**config.mk**
```make
export PLATFORM = sky130hd
export DESIGN_NAME = adc_lane_packer
export DESIGN_NICKNAME = d
export VERILOG_FILES = /design/src/rtl/adc_lane_packer.sv
export SDC_FILE = /design/constraint.sdc
export NUM_CORES = 1
export LEC_CHECK = 0
export BUFFER_PORTS_ARGS = -buffer_cell sky130_fd_sc_hd__buf_2
export CORE_MARGIN = 2
export CORE_UTILIZATION = 55
export CTS_BUF_LIST = sky130_fd_sc_hd__clkbuf_8
export DETAILED_ROUTE_END_ITERATION = 12
export PLACE_DENSITY_LB_ADDON = 0.1
export SYNTH_ARGS = -nofsm -noshare
export SYNTH_HDL_FRONTEND = slang
export SYNTH_SLANG_ARGS = --single-unit
```
**constraint.sdc**
```tcl
create_clock -name clk -period 19.92 [get_ports clk]
set_input_delay 4.98 -clock clk [delete_from_list [all_inputs] [get_ports clk]]
set_output_delay 4.98 -clock clk [all_outputs]
set_load 0.01 [all_outputs]
```
**src/rtl/adc_lane_packer.sv**
```systemverilog
module adc_lane_packer #(
  parameter int SAMPLE_W = 8,
  parameter int LANES    = 4,
  parameter int BEATS    = 4
) (
  input  logic                              clk,
  input  logic                              rst,
  input  logic                              en,
  input  logic [SAMPLE_W*LANES/2-1:0]       i_rise_lanes,
  input  logic [SAMPLE_W*LANES/2-1:0]       i_fall_lanes,
  input  logic [SAMPLE_W*LANES/2-1:0]       q_rise_lanes,
  input  logic [SAMPLE_W*LANES/2-1:0]       q_fall_lanes,
  input  logic                              out_ready,
  output logic                              out_valid,
  output logic [SAMPLE_W*LANES*BEATS-1:0]   i_beat,
  output logic [SAMPLE_W*LANES*BEATS-1:0]   q_beat,
  output logic                              overflow
);
  localparam int HALF_W = SAMPLE_W * LANES / 2;
  localparam int WORD_W = 2 * HALF_W;
  localparam int BUS_W  = WORD_W * BEATS;
  localparam int CNT_W  = (BEATS > 2) ? $clog2(BEATS) : 1;
  localparam logic [CNT_W-1:0] LAST = CNT_W'(BEATS - 1);

  logic [1:0][HALF_W-1:0] rise_in, fall_in, rise_q, fall_q;
  logic [1:0][WORD_W-1:0] word_q;
  logic [1:0][BUS_W-1:0]  acc_q, beat_q;
  logic                   rise_vld, word_vld;
  logic [CNT_W-1:0]       cnt;

  assign rise_in = {q_rise_lanes, i_rise_lanes};
  assign fall_in = {q_fall_lanes, i_fall_lanes};
  assign i_beat  = beat_q[0];
  assign q_beat  = beat_q[1];

  always_ff @(negedge clk)
    fall_q <= fall_in;

  always_ff @(posedge clk) begin
    rise_q <= rise_in;
    for (int ch = 0; ch < 2; ch++)
      word_q[ch] <= {fall_q[ch], rise_q[ch]};

    if (rst) begin
      rise_vld  <= 1'b0;
      word_vld  <= 1'b0;
      cnt       <= '0;
      out_valid <= 1'b0;
      overflow  <= 1'b0;
    end else begin
      rise_vld  <= en;
      word_vld  <= rise_vld;
      out_valid <= 1'b0;
      if (word_vld) begin
        cnt <= (cnt == LAST) ? '0 : cnt + 1'b1;
        for (int ch = 0; ch < 2; ch++)
          acc_q[ch][cnt*WORD_W +: WORD_W] <= word_q[ch];
        if (cnt == LAST) begin
          if (out_ready) begin
            out_valid <= 1'b1;
            for (int ch = 0; ch < 2; ch++)
              beat_q[ch] <= {word_q[ch], acc_q[ch][BUS_W-WORD_W-1:0]};
          end else begin
            overflow <= 1'b1;
          end
        end
      end
    end
  end
endmodule

```
==> reports/results.ini, run 1 <==
[layout]
area_growth_pct = 22.0
layout_commonest_cell = edfxtp_1
nFillCells = 2112
final_net_count = 1330
final_cell_mix = edfxtp_1 (448), buf_2 (325), and2_1 (186)
multi_input_area_mm2 = 0.00145
drive_gt1_share_pct = 34.3
final-seq-area_mm2 = 0.0161

[worst_setup_path]
crit_fanout = 1
worstSetupPathType = in -> reg
cp-end-kind = register
endpoint = fall_q[15]
cp-start-kind = primary input
r2r_start = fall_q[17]
crit_slowest_cell = buf_2
cp_slowest_stage_delay_ns = 0.10
cp.arrival_ns = 5.08
critical_path.cell_chain = buf_2
worst-r2r-setup-slack_ns = 9.54
critPathTopFamily = buffers and inverters
path_buf_inv = 1
worstRegToRegCells = 0
required_ns = 10.45
r2r_end = word_q[49]
crit_cells = 1
cp-startpoint = i_fall_lanes[15]

[global_route]
grt_max_degree = 85
grt_use_total_pct = 19.2
grt-ovfl-total = 0
grt_pass1_vias = 8299
grt_pass1_wl_mm = 47.3
antenna_found_initial = 1

[synthesis]
synthMuxAreaShare_pct = 0.0566
syn_inst = 825
syn-cell-area_mm2 = 0.0177
synthXorXnorAreaFrac_pct = 0
synth_top_family_by_area = simple AND/OR/NAND/NOR gates
async_flop_share_pct = 0
synth.net_count = 898
syn_avg_cell_area_um2 = 21.4
ys_ff_latch = 582
synthAdderAreaFrac_pct = 0.354
synth-simple-area-share_pct = 7.65
synth_cell_types = 25
yosysTopAreaCellShare_pct = 76.1
synth_top_area_cell = edfxtp_1
synth-compound-area-share_pct = 0.0708
synth_area_leaders = edfxtp_1 (76%), dfxtp_1 (15%), and2_1 (6.7%)
synth_edf_count = 448
yosysSeqAreaShare_pct = 91.2
synth_ff_type = edfxtp_1
yosys_warnings = 0

[clock_network]
clk_latency_ns = 0.61
cts-buffers-inserted = 87
htree_levels = 3
cts_root_buffer = clkbuf_8
cts.clk_slew.worst_paths_ns = 0.06
cts_tree = yes
post_cts_buffers = 0
clockBufferDepth = 3
post_cts_resize_count = 0
postCtsHoldBufs = 0
clkSinkCount = 582

[detailed_routing]
antenna_left = 0
wire_per_inst_um = 18.6
drc = 0
drt_iter0_drc = 457
routed_wl_mm = 32.2
vias = 8252
drt_first_pass_iters = 4
vias_per_cell = 4.76

[sta]
layout_setup_ws_ns = 5.37
fin_skew_ns = 0.0260
tightest_slew_ns = 1.12
slew_violations = 0
hold_viol_final = 0
fin_tns_setup_ns = 0
rsz0062_at_grt = no
setup_viol_count_final = 0
slew_headroom_pct = 25.3

[power_and_ir_drop]
pwr-share-comb_pct = 1.4
p_int_w = 0.00182
ir_drop_mv = 0.0736
pwr-share-seq_pct = 57.8
clockPowerShare_pct = 40.8
cellPowerDensity_mw_per_mm2 = 106
finalPower_w = 0.00230
p_sw_w = 0.000474
p_leak_nw = 8.06
swShare_pct = 20.6

[placement]
hpwlAfterDp_mm = 18.9
port_buffers = 325
dpl_worst_slack_ns = 4.76
gp_congestion = 0.755

[die]
fp.dieW_um = 183
start_util_pct = 55.9
coreArea_mm2 = 0.0316
pin_count = 326
die_h_um = 183
rows = 65
fp.dieArea_mm2 = 0.0336

[min_path]
hold_path_class = reg -> reg

[flow_run]
cap_violations = 0

[run_status]
status = finished, final reports clean

flip-flops by register name, summed over array words and instances, names as in the netlist, 2 cells and up:
| name | flops |
|---|---|
| acc_q | 192 |
| cnt | 2 |
| fall_q | 32 |
| i_beat | 128 |
| q_beat | 128 |
| rise_q | 32 |
| word_q | 64 |
synth_stat cells (all sizes together), types with 3 or more instances:
cell type    n
edfxtp     448
and2       189
dfxtp      134
clkbuf      17
ha           5
inv          4
nor2         4
nor2b        3
worst min-delay path by stage:
stage / startpoint / cells past startpoint / to / slack, ns
2_1_floorplan: rise_q[0] / 0 / word_q[0] / 0.31
3_3_place_gp: rise_q[4] / 0 / word_q[4] / 0.31
3_5_place_dp: rise_q[1] / 0 / word_q[1] / 0.31
4_1_cts: rise_q[11] / 0 / word_q[11] / 0.32
5_1_grt: rise_q[15] / 0 / word_q[15] / 0.32
6_report: rise_q[11] / 0 / word_q[11] / 0.32
cells by family (layout without fill, tap and decap cells):
family,Yosys count,after routing
DFF,582,582
muxes,1,1
adders and majority gates,5,5
AOI/OAI and AO/OA,2,2
buffers and inverters,23,529
other,0,1
and+or+nand+nor,212,212
stage by stage:
| step | util (%) | cell area (µm²) | hold WS, ns | instances |
|---|---|---|---|---|
| after floorplan | - | 17700 | 0.310 | 825 |
| after global placement | 62.5 | 19800 | 0.311 | 1539 |
| after detailed placement | 62.5 | 19800 | 0.312 | 1539 |
| after CTS | 68.2 | 21600 | 0.323 | 1733 |
| after global routing | 68.2 | 21600 | 0.323 | 1734 |
| final | 68.2 | 21600 | 0.322 | 1734 |
per-layer routing:
metal,track usage (%),routed length [µm],up-vias
met3,6.87,2470,64
met4,7.78,906,0
met5,0,0,-
met1,23.5,13000,4024
li1,-,-,3880
met2,31.5,15800,284
power by group through the flow:
stage | Sequential [W] | Combinational [W] | Clock (W)
final | 0.00133 | 0.0000320 | 0.000937
after global routing | 0.00133 | 0.0000358 | 0.00102
after CTS | 0.00133 | 0.0000326 | 0.000960
after detailed placement | 0.00135 | 0.0000325 | 0.0000101
after global placement | 0.00135 | 0.0000313 | 0.0000101
after floorplan | 0.00135 | 0.0000194 | 0.0000101
area by class of cell:
type	instances	share of cell area (%)
inverters	3	0.0522
clock inverters	100	2.30
diodes	1	0.0116
flip-flops and latches	582	74.8
clock buffers	95	6.06
repair buffers	331	7.75
well taps	402	2.33
multi-input cells	220	6.73
(Power assumes the default switching activity.)
==> run 2, diff against run 1 <==
==> constraint.sdc (replaced) <==
create_clock -name clk -period 15 [get_ports clk]
set_input_delay 3.75 -clock clk [delete_from_list [all_inputs] [get_ports clk]]
set_output_delay 3.75 -clock clk [all_outputs]
set_load 0.01 [all_outputs]
==> run 2 against run 1 <==
  * Sequential share of layout area fell by 0.34 points
  * Register-to-register slack got worse by 2.4 ns
  * Non-clock buffer count grew 1
  * First-iteration DRC count up 12%
  * Clock power up 39%
  * Via count rose by 1.6%
  * Flip-flop and latch count did not move
  * Routed wire length grew 0.74%
  * Hold slack worse by 0.0014 ns
  * Largest power group unchanged
  * Highest routed layer unchanged
==> reports/results.ini, run 2 (synthesis gave the netlist of run 1 again) <==
[layout]
area_growth_pct = 22.6
final_net_count = 1332
final_cell_area_mm2 = 0.0217
nFillCells = 2150
layout_commonest_cell = edfxtp_1
final_cell_mix = edfxtp_1 (448), buf_2 (325), and2_1 (186)
drive_gt1_share_pct = 34.6
top_register = acc_q
diodes = 0
largest_reg_flops = 192
stdcell_count = 1737

[placement]
port_buffers = 325
hpwlAfterDp_mm = 19.2
dp_cells = 1540
gp_congestion = 0.755
placed_cell_area_mm2 = 0.0198

[min_path]
min-delay-start = rise_q[5]
min_path_cells = 0
hold_path_class = reg -> reg
min_delay_worst_endpoint = word_q[5]

[clock_network]
cts_root_buffer = clkbuf_8
post_cts_resize_count = 0
cts-buffers-inserted = 88
htree_levels = 3
cts.clk_slew.worst_paths_ns = 0.06
post_cts_buffers = 0
clockBufferDepth = 3
clkSinkCount = 582
postCtsHoldBufs = 0
cts_tree = yes
clk_latency_ns = 0.63

[sta]
tightest_slew_ns = 1.09
fin_skew_ns = 0.0263
hold_viol_final = 0
setup_viol_count_final = 0
slew_headroom_pct = 27.1
slew_violations = 0
fin_tns_setup_ns = 0
rsz0062_at_grt = no

[global_route]
antenna_found_initial = 1
grt_pass1_wl_mm = 48.0
grt_max_degree = 85
grt-ovfl-total = 0
grt_use_total_pct = 19.5
grt_pass1_vias = 8427

[worst_setup_path]
cp.arrival_ns = 3.84
critical_path.cell_chain = buf_2
worstSetupPathType = in -> reg
crit_fanout = 1
cp-start-kind = primary input
cp_slowest_stage_delay_ns = 0.09
worst-r2r-setup-slack_ns = 7.09
required_ns = 7.99
cp-end-kind = register
r2r_start = fall_q[17]
crit_slowest_cell = buf_2
path_buf_inv = 1
r2r_end = word_q[49]
worstRegToRegCells = 0
critPathTopFamily = buffers and inverters

[detailed_routing]
wire_per_inst_um = 18.7
routed_wl_mm = 32.4
antenna_left = 0
vias_per_cell = 4.83
drc = 0
drt_first_pass_iters = 4
drt_iter0_drc = 514
vias = 8385

[run_status]
status = finished, final reports clean

[power_and_ir_drop]
p_leak_nw = 8.08
ir_drop_mv = 0.123
cellPowerDensity_mw_per_mm2 = 143

[die]
fp.dieArea_mm2 = 0.0336
fp.dieW_um = 183
pin_count = 326
die_h_um = 183
rows = 65
start_util_pct = 55.9
coreArea_mm2 = 0.0316

[flow_run]
cap_violations = 0

-- run 2: cell count changes in the layout (fill, tap and decap cells not counted) --
cell	previous run	this run
inv_1	67	65
inv_2	0	1
clkinv_2	7	5
inv_6	5	4
clkinv_4	0	2
diode_2	1	0
clkinvlp_4	1	4
bufinv_8	4	2
clkinvlp_2	2	3
bufinv_16	1	5
clkbuf_8	95	94
buf_4	6	7
-- run 2: power by group --
part           internal (W)   total, W  switching [W]  leakage (nW)
registers           0.00175    0.00176      0.0000125          4.92
logic             0.0000193  0.0000424      0.0000231          1.99
clock network      0.000701    0.00130       0.000604          1.18
total               0.00247    0.00311       0.000639          8.08
-- run 2: worst max path at each step --
stage / startpoint / end / slack [ns] / depth (start not counted)
after detailed placement: q_fall_lanes[12] / fall_q[28] / 3.53 / 1
after CTS: q_fall_lanes[5] / fall_q[21] / 4.18 / 1
after floorplan: i_fall_lanes[0] / fall_q[0] / 3.65 / 0
after global placement: i_fall_lanes[10] / fall_q[10] / 3.55 / 1
final: q_fall_lanes[5] / fall_q[21] / 4.15 / 1
after global routing: q_fall_lanes[5] / fall_q[21] / 4.18 / 1
-- run 2: per-layer routing --
layer	global-route usage (%)	wire length (µm)	up-vias
met1	23.7	12800	4119
li1	-	-	3886
met5	0	0	-
met3	6.71	2550	67
met4	8.48	973	0
met2	32.0	16100	313
-- run 2: layout make-up --
class                      instances  area [µm²]  area share [%]
clock inverter                   104         604            2.79
clock buffer                      94        1290            5.97
timing repair buffer             332        1680            7.75
inverter                           3        11.3          0.0519
sequential                       582       16100            74.4
tap                              402         503            2.32
multi-input combinational        220        1450            6.70
-- run 2: metrics by stage --
stage	total power (W)	utilization, %	worst slack (ns)	hold WS, ns
after floorplan	0.00183	-	3.65	0.310
after global placement	0.00185	62.5	3.55	0.310
after detailed placement	0.00185	62.5	3.53	0.312
after CTS	0.00314	68.5	4.18	0.324
after global routing	0.00323	68.5	4.18	0.329
final	0.00311	68.5	4.15	0.320
